===== src/rtl/ldr_pkg.sv =====
package ldr_pkg;

   typedef enum logic [2:0] {
      ST_HDR  = 3'd0,
      ST_ECHO = 3'd1,
      ST_PAY  = 3'd2,
      ST_CK1  = 3'd3,
      ST_CK2  = 3'd4
   } ldr_state_t;

   // addition modulo 255 on operands already reduced to 0..254 (b may be 255)
   function automatic logic [7:0] add_m255(input logic [7:0] a, input logic [7:0] b);
      logic [8:0] t;
      t = {1'b0, a} + {1'b0, b};
      if (t >= 9'd255) t = t - 9'd255;
      return t[7:0];
   endfunction

endpackage


===== src/rtl/ldr_hdr_capture.sv =====
module ldr_hdr_capture #(
   parameter int DEST_BYTES = 4,
   parameter int LEN_BYTES  = 2,
   parameter int IDX_W      = 3
) (
   input  logic                     clk,
   input  logic                     rst_n,
   input  logic                     take,
   input  logic [IDX_W-1:0]         idx,
   input  logic [7:0]               din,
   output logic [DEST_BYTES*8-1:0]  dest,
   output logic [LEN_BYTES*8-1:0]   len,
   output logic [7:0]               sum
);
   localparam int FIELD_BYTES = DEST_BYTES + LEN_BYTES;

   // one register per byte lane, little-endian placement
   for (genvar lane = 0; lane < DEST_BYTES; lane++) begin : g_dest
      logic [7:0] q;
      always_ff @(posedge clk) begin
         if (!rst_n) q <= '0;
         else if (take && idx == IDX_W'(lane)) q <= din;
      end
      assign dest[lane*8 +: 8] = q;
   end

   for (genvar lane = 0; lane < LEN_BYTES; lane++) begin : g_len
      logic [7:0] q;
      always_ff @(posedge clk) begin
         if (!rst_n) q <= '0;
         else if (take && idx == IDX_W'(DEST_BYTES + lane)) q <= din;
      end
      assign len[lane*8 +: 8] = q;
   end

   // wrapping byte sum over the address and length fields
   always_ff @(posedge clk) begin
      if (!rst_n) sum <= '0;
      else if (take) begin
         if (idx == '0) sum <= din;
         else if (idx < IDX_W'(FIELD_BYTES)) sum <= sum + din;
      end
   end

endmodule


===== src/rtl/ldr_fletcher8.sv =====
module ldr_fletcher8
   import ldr_pkg::*;
(
   input  logic       clk,
   input  logic       rst_n,
   input  logic       clr,
   input  logic       take,
   input  logic [7:0] din,
   output logic [7:0] s1,
   output logic [7:0] s2
);
   logic [7:0] s1_nx;

   assign s1_nx = add_m255(s1, din);

   always_ff @(posedge clk) begin
      if (!rst_n || clr) begin
         s1 <= '0;
         s2 <= '0;
      end else if (take) begin
         s1 <= s1_nx;
         s2 <= add_m255(s2, s1_nx);
      end
   end

endmodule


===== src/rtl/ldr_pay_writer.sv =====
module ldr_pay_writer #(
   parameter int          ADDR_W   = 16,
   parameter int          LEN_W    = 16,
   parameter logic [ADDR_W-1:0] BASE = 16'h6000,
   parameter logic [7:0]  MARKER   = 8'hCC,
   parameter logic [7:0]  MARK_STO = 8'h00
) (
   input  logic              clk,
   input  logic              rst_n,
   input  logic              take,
   input  logic [LEN_W-1:0]  idx,
   input  logic [7:0]        din,
   output logic              wr_en,
   output logic [ADDR_W-1:0] wr_addr,
   output logic [7:0]        wr_data
);
   logic first;
   assign first = (idx == '0);

   always_ff @(posedge clk) begin
      if (!rst_n) begin
         wr_en   <= 1'b0;
         wr_addr <= '0;
         wr_data <= '0;
      end else begin
         wr_en <= take;
         if (take) begin
            wr_addr <= BASE + ADDR_W'(idx);
            wr_data <= (first && din == MARKER) ? MARK_STO : din;
         end
      end
   end

endmodule


===== src/rtl/ldr_image_rx.sv =====
module ldr_image_rx
   import ldr_pkg::*;
#(
   parameter int          DEST_BYTES = 4,
   parameter int          LEN_BYTES  = 2,
   parameter int          ADDR_W     = 16,
   parameter logic [ADDR_W-1:0] BASE = 16'h6000,
   parameter logic [7:0]  MARKER     = 8'hCC,
   parameter logic [7:0]  MARK_STO   = 8'h00
) (
   input  logic                    clk,
   input  logic                    rst_n,
   input  logic                    in_valid,
   input  logic [7:0]              in_data,
   output logic                    in_ready,
   output logic                    out_valid,
   output logic [7:0]              out_data,
   input  logic                    out_ready,
   output logic                    wr_en,
   output logic [ADDR_W-1:0]       wr_addr,
   output logic [7:0]              wr_data,
   output logic [DEST_BYTES*8-1:0] dest_addr,
   output logic [ADDR_W-1:0]       exec_addr,
   output logic                    hdr_ok,
   output logic                    marker_ok,
   output logic                    image_ok,
   output logic                    done
);
   localparam int HDR_BYTES = DEST_BYTES + LEN_BYTES + 1;
   localparam int IDX_W     = $clog2(HDR_BYTES);
   localparam int LEN_W     = LEN_BYTES * 8;

   if (DEST_BYTES < 1 || DEST_BYTES > 8) begin : g_bad_dest
      $error("ldr_image_rx: DEST_BYTES out of range");
   end
   if (LEN_BYTES < 1 || LEN_BYTES > 4) begin : g_bad_len
      $error("ldr_image_rx: LEN_BYTES out of range");
   end
   if (ADDR_W < LEN_W) begin : g_bad_addr
      $error("ldr_image_rx: ADDR_W must cover the length field");
   end

   ldr_state_t       state;
   logic [IDX_W-1:0] hdr_idx;
   logic [LEN_W-1:0] pay_idx;
   logic [LEN_W-1:0] pay_len;
   logic [7:0]       hdr_sum;
   logic [7:0]       echo_q;
   logic [7:0]       fl_s1, fl_s2;
   logic             ck1_ok;
   logic             acc, acc_hdr, acc_pay, echo_take, pay_last;

   assign in_ready  = (state != ST_ECHO);
   assign out_valid = (state == ST_ECHO);
   assign out_data  = echo_q;
   assign exec_addr = BASE;

   assign acc       = in_valid && in_ready;
   assign acc_hdr   = acc && (state == ST_HDR);
   assign acc_pay   = acc && (state == ST_PAY);
   assign echo_take = (state == ST_ECHO) && out_ready;
   assign pay_last  = ((pay_idx + LEN_W'(1)) == pay_len);

   ldr_hdr_capture #(
      .DEST_BYTES(DEST_BYTES),
      .LEN_BYTES (LEN_BYTES),
      .IDX_W     (IDX_W)
   ) u_hdr (
      .clk  (clk),
      .rst_n(rst_n),
      .take (acc_hdr),
      .idx  (hdr_idx),
      .din  (in_data),
      .dest (dest_addr),
      .len  (pay_len),
      .sum  (hdr_sum)
   );

   ldr_fletcher8 u_fl (
      .clk  (clk),
      .rst_n(rst_n),
      .clr  (echo_take),
      .take (acc_pay),
      .din  (in_data),
      .s1   (fl_s1),
      .s2   (fl_s2)
   );

   ldr_pay_writer #(
      .ADDR_W  (ADDR_W),
      .LEN_W   (LEN_W),
      .BASE    (BASE),
      .MARKER  (MARKER),
      .MARK_STO(MARK_STO)
   ) u_wr (
      .clk    (clk),
      .rst_n  (rst_n),
      .take   (acc_pay),
      .idx    (pay_idx),
      .din    (in_data),
      .wr_en  (wr_en),
      .wr_addr(wr_addr),
      .wr_data(wr_data)
   );

   always_ff @(posedge clk) begin
      if (!rst_n) begin
         state     <= ST_HDR;
         hdr_idx   <= '0;
         pay_idx   <= '0;
         echo_q    <= '0;
         ck1_ok    <= 1'b0;
         hdr_ok    <= 1'b0;
         marker_ok <= 1'b0;
         image_ok  <= 1'b0;
         done      <= 1'b0;
      end else begin
         done <= 1'b0;
         unique case (state)
            ST_HDR: if (acc) begin
               if (hdr_idx == IDX_W'(HDR_BYTES - 1)) begin
                  echo_q  <= in_data;
                  hdr_ok  <= (in_data == hdr_sum);
                  hdr_idx <= '0;
                  state   <= ST_ECHO;
               end else begin
                  hdr_idx <= hdr_idx + IDX_W'(1);
               end
            end
            ST_ECHO: if (out_ready) begin
               pay_idx <= '0;
               if (pay_len == '0) begin
                  marker_ok <= 1'b0;
                  state     <= ST_CK1;
               end else begin
                  state <= ST_PAY;
               end
            end
            ST_PAY: if (acc) begin
               if (pay_idx == '0) marker_ok <= (in_data == MARKER);
               if (pay_last) state <= ST_CK1;
               pay_idx <= pay_idx + LEN_W'(1);
            end
            ST_CK1: if (acc) begin
               ck1_ok <= (in_data == fl_s1);
               state  <= ST_CK2;
            end
            ST_CK2: if (acc) begin
               image_ok <= ck1_ok && (in_data == fl_s2);
               done     <= 1'b1;
               state    <= ST_HDR;
            end
            default: state <= ST_HDR;
         endcase
      end
   end

endmodule


===== config.mk =====
export PLATFORM = sky130hd
export DESIGN_NAME = ldr_image_rx
export DESIGN_NICKNAME = d
export VERILOG_FILES = /design/src/rtl/ldr_pkg.sv /design/src/rtl/ldr_hdr_capture.sv /design/src/rtl/ldr_fletcher8.sv /design/src/rtl/ldr_pay_writer.sv /design/src/rtl/ldr_image_rx.sv
export SDC_FILE = /design/constraint.sdc
export NUM_CORES = 1
export LEC_CHECK = 0
export ABC_AREA = 0
export BUFFER_PORTS_ARGS = -buffer_cell sky130_fd_sc_hd__buf_4
export CAP_MARGIN = 20
export CORE_MARGIN = 3
export CORE_UTILIZATION = 50
export DETAILED_ROUTE_END_ITERATION = 8
export PLACE_DENSITY = 0.69
export SETUP_SLACK_MARGIN = 0.3
export SKIP_LAST_GASP = 1
export SYNTH_ARGS = -nofsm -noshare
export SYNTH_HDL_FRONTEND = slang
export SYNTH_SLANG_ARGS = --single-unit

===== constraint.sdc =====
create_clock -name clk -period 5.42 [get_ports clk]
set_input_delay 0.271 -clock clk [delete_from_list [all_inputs] [get_ports clk]]
set_output_delay 0.271 -clock clk [all_outputs]
set_load 0.05 [all_outputs]

Word level (Yosys, flattened, before mapping):

Index checks and enable logic that the tools add are counted.

* logic and storage cells: 110
* output and inout bits: 87
* flip-flop bits (word level): 132
* bits of input ports: 12

* order comparisons: 3
* $add $sub $neg: 8
* equal/unequal tests: 25
* reduce and logical (&&, ||, !) cells: 29
* mux-type cells: 24

Operators with widths (number)
* 2-to-1 mux 8 bit: 5
* zero test 16 bit: 2
* 2-to-1 mux 16 bit: 2
* case mux 16 bit (2 select lines): 1
* equality test 8 bit: 3
* 2-to-1 mux 3 bit: 8
* adder 8 x 8 -> 9 bit: 2
* greater-or-equal comparator 9 x 8 -> 1 bit (second input constant): 2
* adder 15 x 16 -> 16 bit (first input constant): 1
* adder 16 x 1 -> 16 bit (second input constant): 1
* equality test 16 bit: 1
* subtractor 8 bit (second input constant): 2
* case mux 3 bit (5 select lines): 1
* equality test 3 x 2 -> 1 bit (second input constant): 4
* equality test 3 bit (second input constant): 4
* logical AND 1 bit: 12
* inequality test 2 bit (second input constant): 5
* AND reduction 2 bit: 5
* adder 8 bit: 1
* equality test 8 bit (second input constant): 1
* inequality test 2 x 1 -> 1 bit (second input constant): 4
* AND reduction 7 bit: 1
* equality test 3 x 1 -> 1 bit (second input constant): 2
* zero test 3 bit: 2
* 10 further kinds: 17

Depth between registers and ports, before layout:

* depth in word-level cells: 6
* depth in mapped cells: 19
* mapped depth without buffers: 18

Hierarchy:

A second synthesis with hierarchy kept.

* cell total of the unflattened synthesis: 995
* area total of the unflattened synthesis: 8047.7 µm²

By module, submodules not included
* ldr_image_rx: instances 1, area each 2752.6 µm², sequential area each 700.7 µm², cells each 357
* ldr_hdr_capture: instances 1, area each 2367.3 µm², sequential area each 1121.1 µm², cells each 302
* ldr_fletcher8: instances 1, area each 1855.5 µm², sequential area each 320.3 µm², cells each 236
* ldr_pay_writer: instances 1, area each 1072.3 µm², sequential area each 500.5 µm², cells each 100

Worst setup path before layout:

Ideal clock, no wire load.

* kind: register to register
* start: register u_fl.s1[0]
* end: register u_fl.s2[0]
* data arrival time: 4.400 ns
* path buffers: 0
* stages on the path, launching flop included: 18
* setup time: 0.074 ns
* clock period less this slack: 4.475 ns
* data required time: 5.346 ns
* slack: 0.945 ns
* cell sequence: dfxtp_1 -> ha_1 -> fa_1 -> a21o_1 -> a221oi_1 -> xnor2_1 -> nand4_2 -> o31ai_4 -> mux2i_1 -> inv_1 -> ha_1 -> a211oi_2 -> nor2_1 -> xnor2_1 -> a211oi_1 -> nand2_4 -> or4_1 -> a31oi_1

* longest elaborated chain between the ends: 6
* elaborated cells on any way between the ends: 8
* those cells by class: 4 x add/sub; 2 x order compare; 2 x mux

RTL lines
* start: declaration: line ldr_fletcher8.sv:9 `output logic [7:0] s1,`
* start signal: assignment: line ldr_fletcher8.sv:21 `s1 <= s1_nx;`
* adder 8 x 8 -> 9 bit (*): line ldr_pkg.sv:14 `t = {1'b0, a} + {1'b0, b};`
* subtractor 8 bit or greater-or-equal comparator 9 x 8 -> 1 bit (tied branches): line ldr_pkg.sv:15 `if (t >= 9'd255) t = t - 9'd255;`
* 2-to-1 mux 8 bit (*): line ldr_pkg.sv:15
* via u_fl.s1_nx[1]: line ldr_fletcher8.sv:12 `logic [7:0] s1_nx;`
* adder 8 x 8 -> 9 bit (*): line ldr_pkg.sv:14
* greater-or-equal comparator 9 x 8 -> 1 bit (*): line ldr_pkg.sv:15
* 2-to-1 mux 8 bit (*): line ldr_pkg.sv:15
* end signal: assignment: line ldr_fletcher8.sv:22 `s2 <= add_m255(s2, s1_nx);`
* end: declaration: line ldr_fletcher8.sv:10 `output logic [7:0] s2`

The timed path passes the listed nets; every way through them passes the cells marked *.
A chain may end at the register's enable or synchronous reset.

Worst setup path after layout:

Same ends and word-level chain as after synthesis.

==> run_results.csv <==
group,metric,value,unit
yosys,yosysSeqAreaShare,34.0,%
grt,grt_usage,22.9,%
power_and_ir_drop,ir_worst_vdd,240,uV
yosys,synthFlopType,"dfxtp_1",
hold_path,hp-class,"in2reg",
grt,grt_max_degree,101,
grt,overflow,0,
critical_path,rr_worst_depth,17,
grt,antenna_found_initial,0,
place,place.gp.congestion,0.834,
drt,wl,19200,um
timing,fin_skew,0.0138,ns
yosys,async_reset_ff_share,0,%
cells_and_area,finish.utilization,60.1,%
yosys,syn_area,0.00776,mm2
critical_path,critPathKind,"reg2reg",
clock_tree,cts_buffer_depth,2,
job,max-cap-violations,0,
drt,drt-initial-drc-count,499,
yosys,yosysWarnings,0,
clock_tree,cts.sinks,132,
critical_path,crit_arrival,5.11,ns
die,io_pins,99,
timing,finalHoldViolations,0,
clock_tree,numCtsBuffers,17,
timing,fmax,210,MHz
cells_and_area,syn_to_final_growth,15.0,%
cells_and_area,instances_no_fill,1173,
drt,firstDrtPassIters,5,
place,dp.final_hpwl,12900,um
timing,slew_headroom,32.3,%
run_status,status,"finished, final reports clean",
die,core,0.0149,mm2
yosys,synth_seq_cells,132,
yosys,synth-edff-count,0,
drt,vias,6612,
critical_path,path_max_fanout,6,
place,portBuffers,82,
cells_and_area,antenna_cells,0,
yosys,syn_inst,930,
drt,via_per_inst,5.64,
die,die_area,0.0171,mm2
cells_and_area,fin_nets,1023,
clock_tree,cts_root_buffer,"clkbuf_16",
timing,setup_viol,0,
critical_path,worstPathRequired,5.76,ns
timing,worst_pin_slew,1.01,ns
critical_path,critPathLaunchType,"flop",
drt,wire_per_inst,16.4,um
clock_tree,clk_pin_slew,0.06,ns
power_and_ir_drop,power.total,2.41,mW
timing,timing.setup.tns,0,ns
hold_path,hold_depth,4,
place,dp_cells,1142,
die,die_h,131,um
timing,rsz0062_at_grt,"no",
clock_tree,cts_tree,"built",
power_and_ir_drop,power.density,270,mW/mm2
drt,drc_errors,0,
yosys,avgSynthCellArea,8.35,um2
critical_path,crit_chain,"ha_1 -> fa_1 -> a21o_1 -> a221oi_1 -> xnor2_1 -> nand4_2 -> o31ai_4 -> mux2i_2 -> inv_1 -> ha_1 -> a211oi_2 -> nor2_1 -> xnor2_1 -> a211oi_2 -> nand2_4 -> or4_1 -> a31oi_1",
clock_tree,cts.repair.resized,0,
critical_path,cp_slowest_cell,"fa_1",
clock_tree,cts_setup_buffers,0,
cells_and_area,layout-drive-gt1-share,15.6,%
clock_tree,clock_latency,0.42,ns
clock_tree,htree_levels,4,
power_and_ir_drop,p_leak,3.59,nW
critical_path,critPathCaptureType,"flop",
grt,grt_pass1_vias,6129,
die,row_count,44,
timing,period_share,88.0,%
clock_tree,ctsHoldBuffers,0,
grt,grt_first_pass_wirelength,31200,um
critical_path,cp_slowest_stage_delay,0.41,ns
timing,drv_slew,0,
die,fp.dieW,131,um
timing,min_period,4.77,ns
yosys,synth_cell_type_count,71,
drt,ant_nets,0,
die,initial_utilization,52.2,%
[area by class of cell]
type / count / area, um2
inverter: 19 / 71.3
multi-input combinational: 718 / 4730
tap: 184 / 230
sequential: 132 / 2640
clock buffer: 20 / 457
clock inverter: 11 / 128
timing repair buffer: 89 / 668
fill: 1350 / 5940
[state kept, by name, summed over array words and instances, names as in the netlist, 3 cells and up]
register and count:
hdr_idx 3, out_data 8, pay_idx 16, state 3, u_fl.s1 8, u_fl.s2 8, u_hdr.g_dest.q 32, u_hdr.g_len.q 16
u_hdr.sum 8, u_wr.wr_addr 16, u_wr.wr_data 8
[cell usage after synthesis (3+ instances only)]
| cell | n | share of area, % |
|---|---|---|
| clkbuf_1 | 50 | 2.4 |
| a31oi_1 | 10 | 0.81 |
| nor3_1 | 26 | 1.7 |
| a21boi_0 | 42 | 4.1 |
| a211oi_1 | 6 | 0.58 |
| nor4_1 | 15 | 1.2 |
| nand4_1 | 10 | 0.81 |
| fa_1 | 3 | 0.77 |
| a21oi_1 | 36 | 2.3 |
| inv_1 | 19 | 0.92 |
| ha_1 | 31 | 5.0 |
| o21a_1 | 4 | 0.39 |
| nand3_1 | 37 | 2.4 |
| mux2i_1 | 43 | 5.5 |
| o211a_1 | 6 | 0.77 |
| xnor2_1 | 32 | 3.6 |
| and3_1 | 13 | 1.0 |
| and2_1 | 9 | 0.73 |
| nor2_1 | 39 | 1.9 |
| nand2b_1 | 10 | 0.81 |
| clkbuf_8 | 4 | 0.71 |
| o211ai_1 | 8 | 0.77 |
| buf_4 | 16 | 1.5 |
| a21o_1 | 6 | 0.58 |
| o21ai_0 | 41 | 2.6 |
| dfxtp_1 | 132 | 34 |
| or3_1 | 7 | 0.56 |
| nor2b_1 | 59 | 4.8 |
| nand2_1 | 130 | 6.3 |
| a22oi_1 | 3 | 0.29 |
| o31ai_1 | 3 | 0.29 |
| xor2_1 | 21 | 2.4 |
[critical path, delay by kind of cell (launching register included)]
kind,cells,cell delay (ns)
DFF,1,0.32
AOI/OAI and AO/OA,6,1.72
adders and majority gates,3,0.93
and+or+nand+nor,4,0.79
xor gates and xnor gates,2,0.52
muxes,1,0.36
buffers and inverters,1,0.08
[worst paths after layout]
| check | startpoint | end | slack [ns] |
|---|---|---|---|
| max | u_fl.s1[0] | u_fl.s2[0] | 0.65 |
| min | in_valid | state[1] | 0.20 |
| max reg2reg | u_fl.s1[0] | u_fl.s2[0] | 0.65 |
| min reg2reg | u_wr.wr_addr[15] | u_wr.wr_addr[15] | 0.46 |
[per-layer routing]
metal,up-vias,part of all wire (%),track usage [%]
met5,-,0,0
met4,0,1.4,5.75
met3,20,5.5,5.81
met2,181,46,36.7
met1,3109,47,31.1
li1,3302,-,-
[layout by cell type (no fill, tap or decap), drive strengths merged, types with 3 or more instances in the layout]
cell type / instances
clkbuf: 20
o21ba: 3
a31oi: 10
nor4: 16
clkinvlp: 3
xor2: 23
nand3: 37
o21ai: 43
a21o: 7
o21a: 4
and3b: 3
o211a: 6
nor3: 26
o31ai: 5
and2: 9
dfxtp: 132
clkinv: 5
xnor2: 33
a22oi: 3
nor2: 40
conb: 16
buf: 89
mux2i: 43
nand2: 131
o211ai: 8
nand4: 12
nor2b: 59
inv: 20
fa: 3
or3: 8
nand2b: 10
a21boi: 42
ha: 31
and3: 14
a21oi: 36
a211oi: 8
[power breakdown]
group	internal, mW	total, mW	switching [mW]	leakage (nW)
Clock	0.701	1.14	0.441	0.278
Combinational	0.0901	0.267	0.177	2.25
Sequential	0.987	1.00	0.0135	1.07
Total	1.78	2.41	0.632	3.59
[cells by family (layout without fill, tap and decap cells)]
family	after synthesis	count (layout)	synth area share, %
xor gates and xnor gates	56	56	6.61
adders and majority gates	34	34	5.77
other	2	16	0.0967
DFF	132	132	34.0
and+or+nand+nor	379	379	25.0
buffers and inverters	94	139	5.96
AOI/OAI and AO/OA	188	188	16.6
muxes	45	45	5.83
[metrics by stage]
stage	setup WS [ns]	area [um2]	hold WS (ns)
floorplan	0.945	7820	0.426
finish	0.648	8930	0.204
global placement	0.450	8330	0.454
global route	0.312	8930	0.225
detailed placement	0.338	8330	0.456
CTS	0.510	8920	0.188
Note: power is estimated with default switching activity, not from simulation.
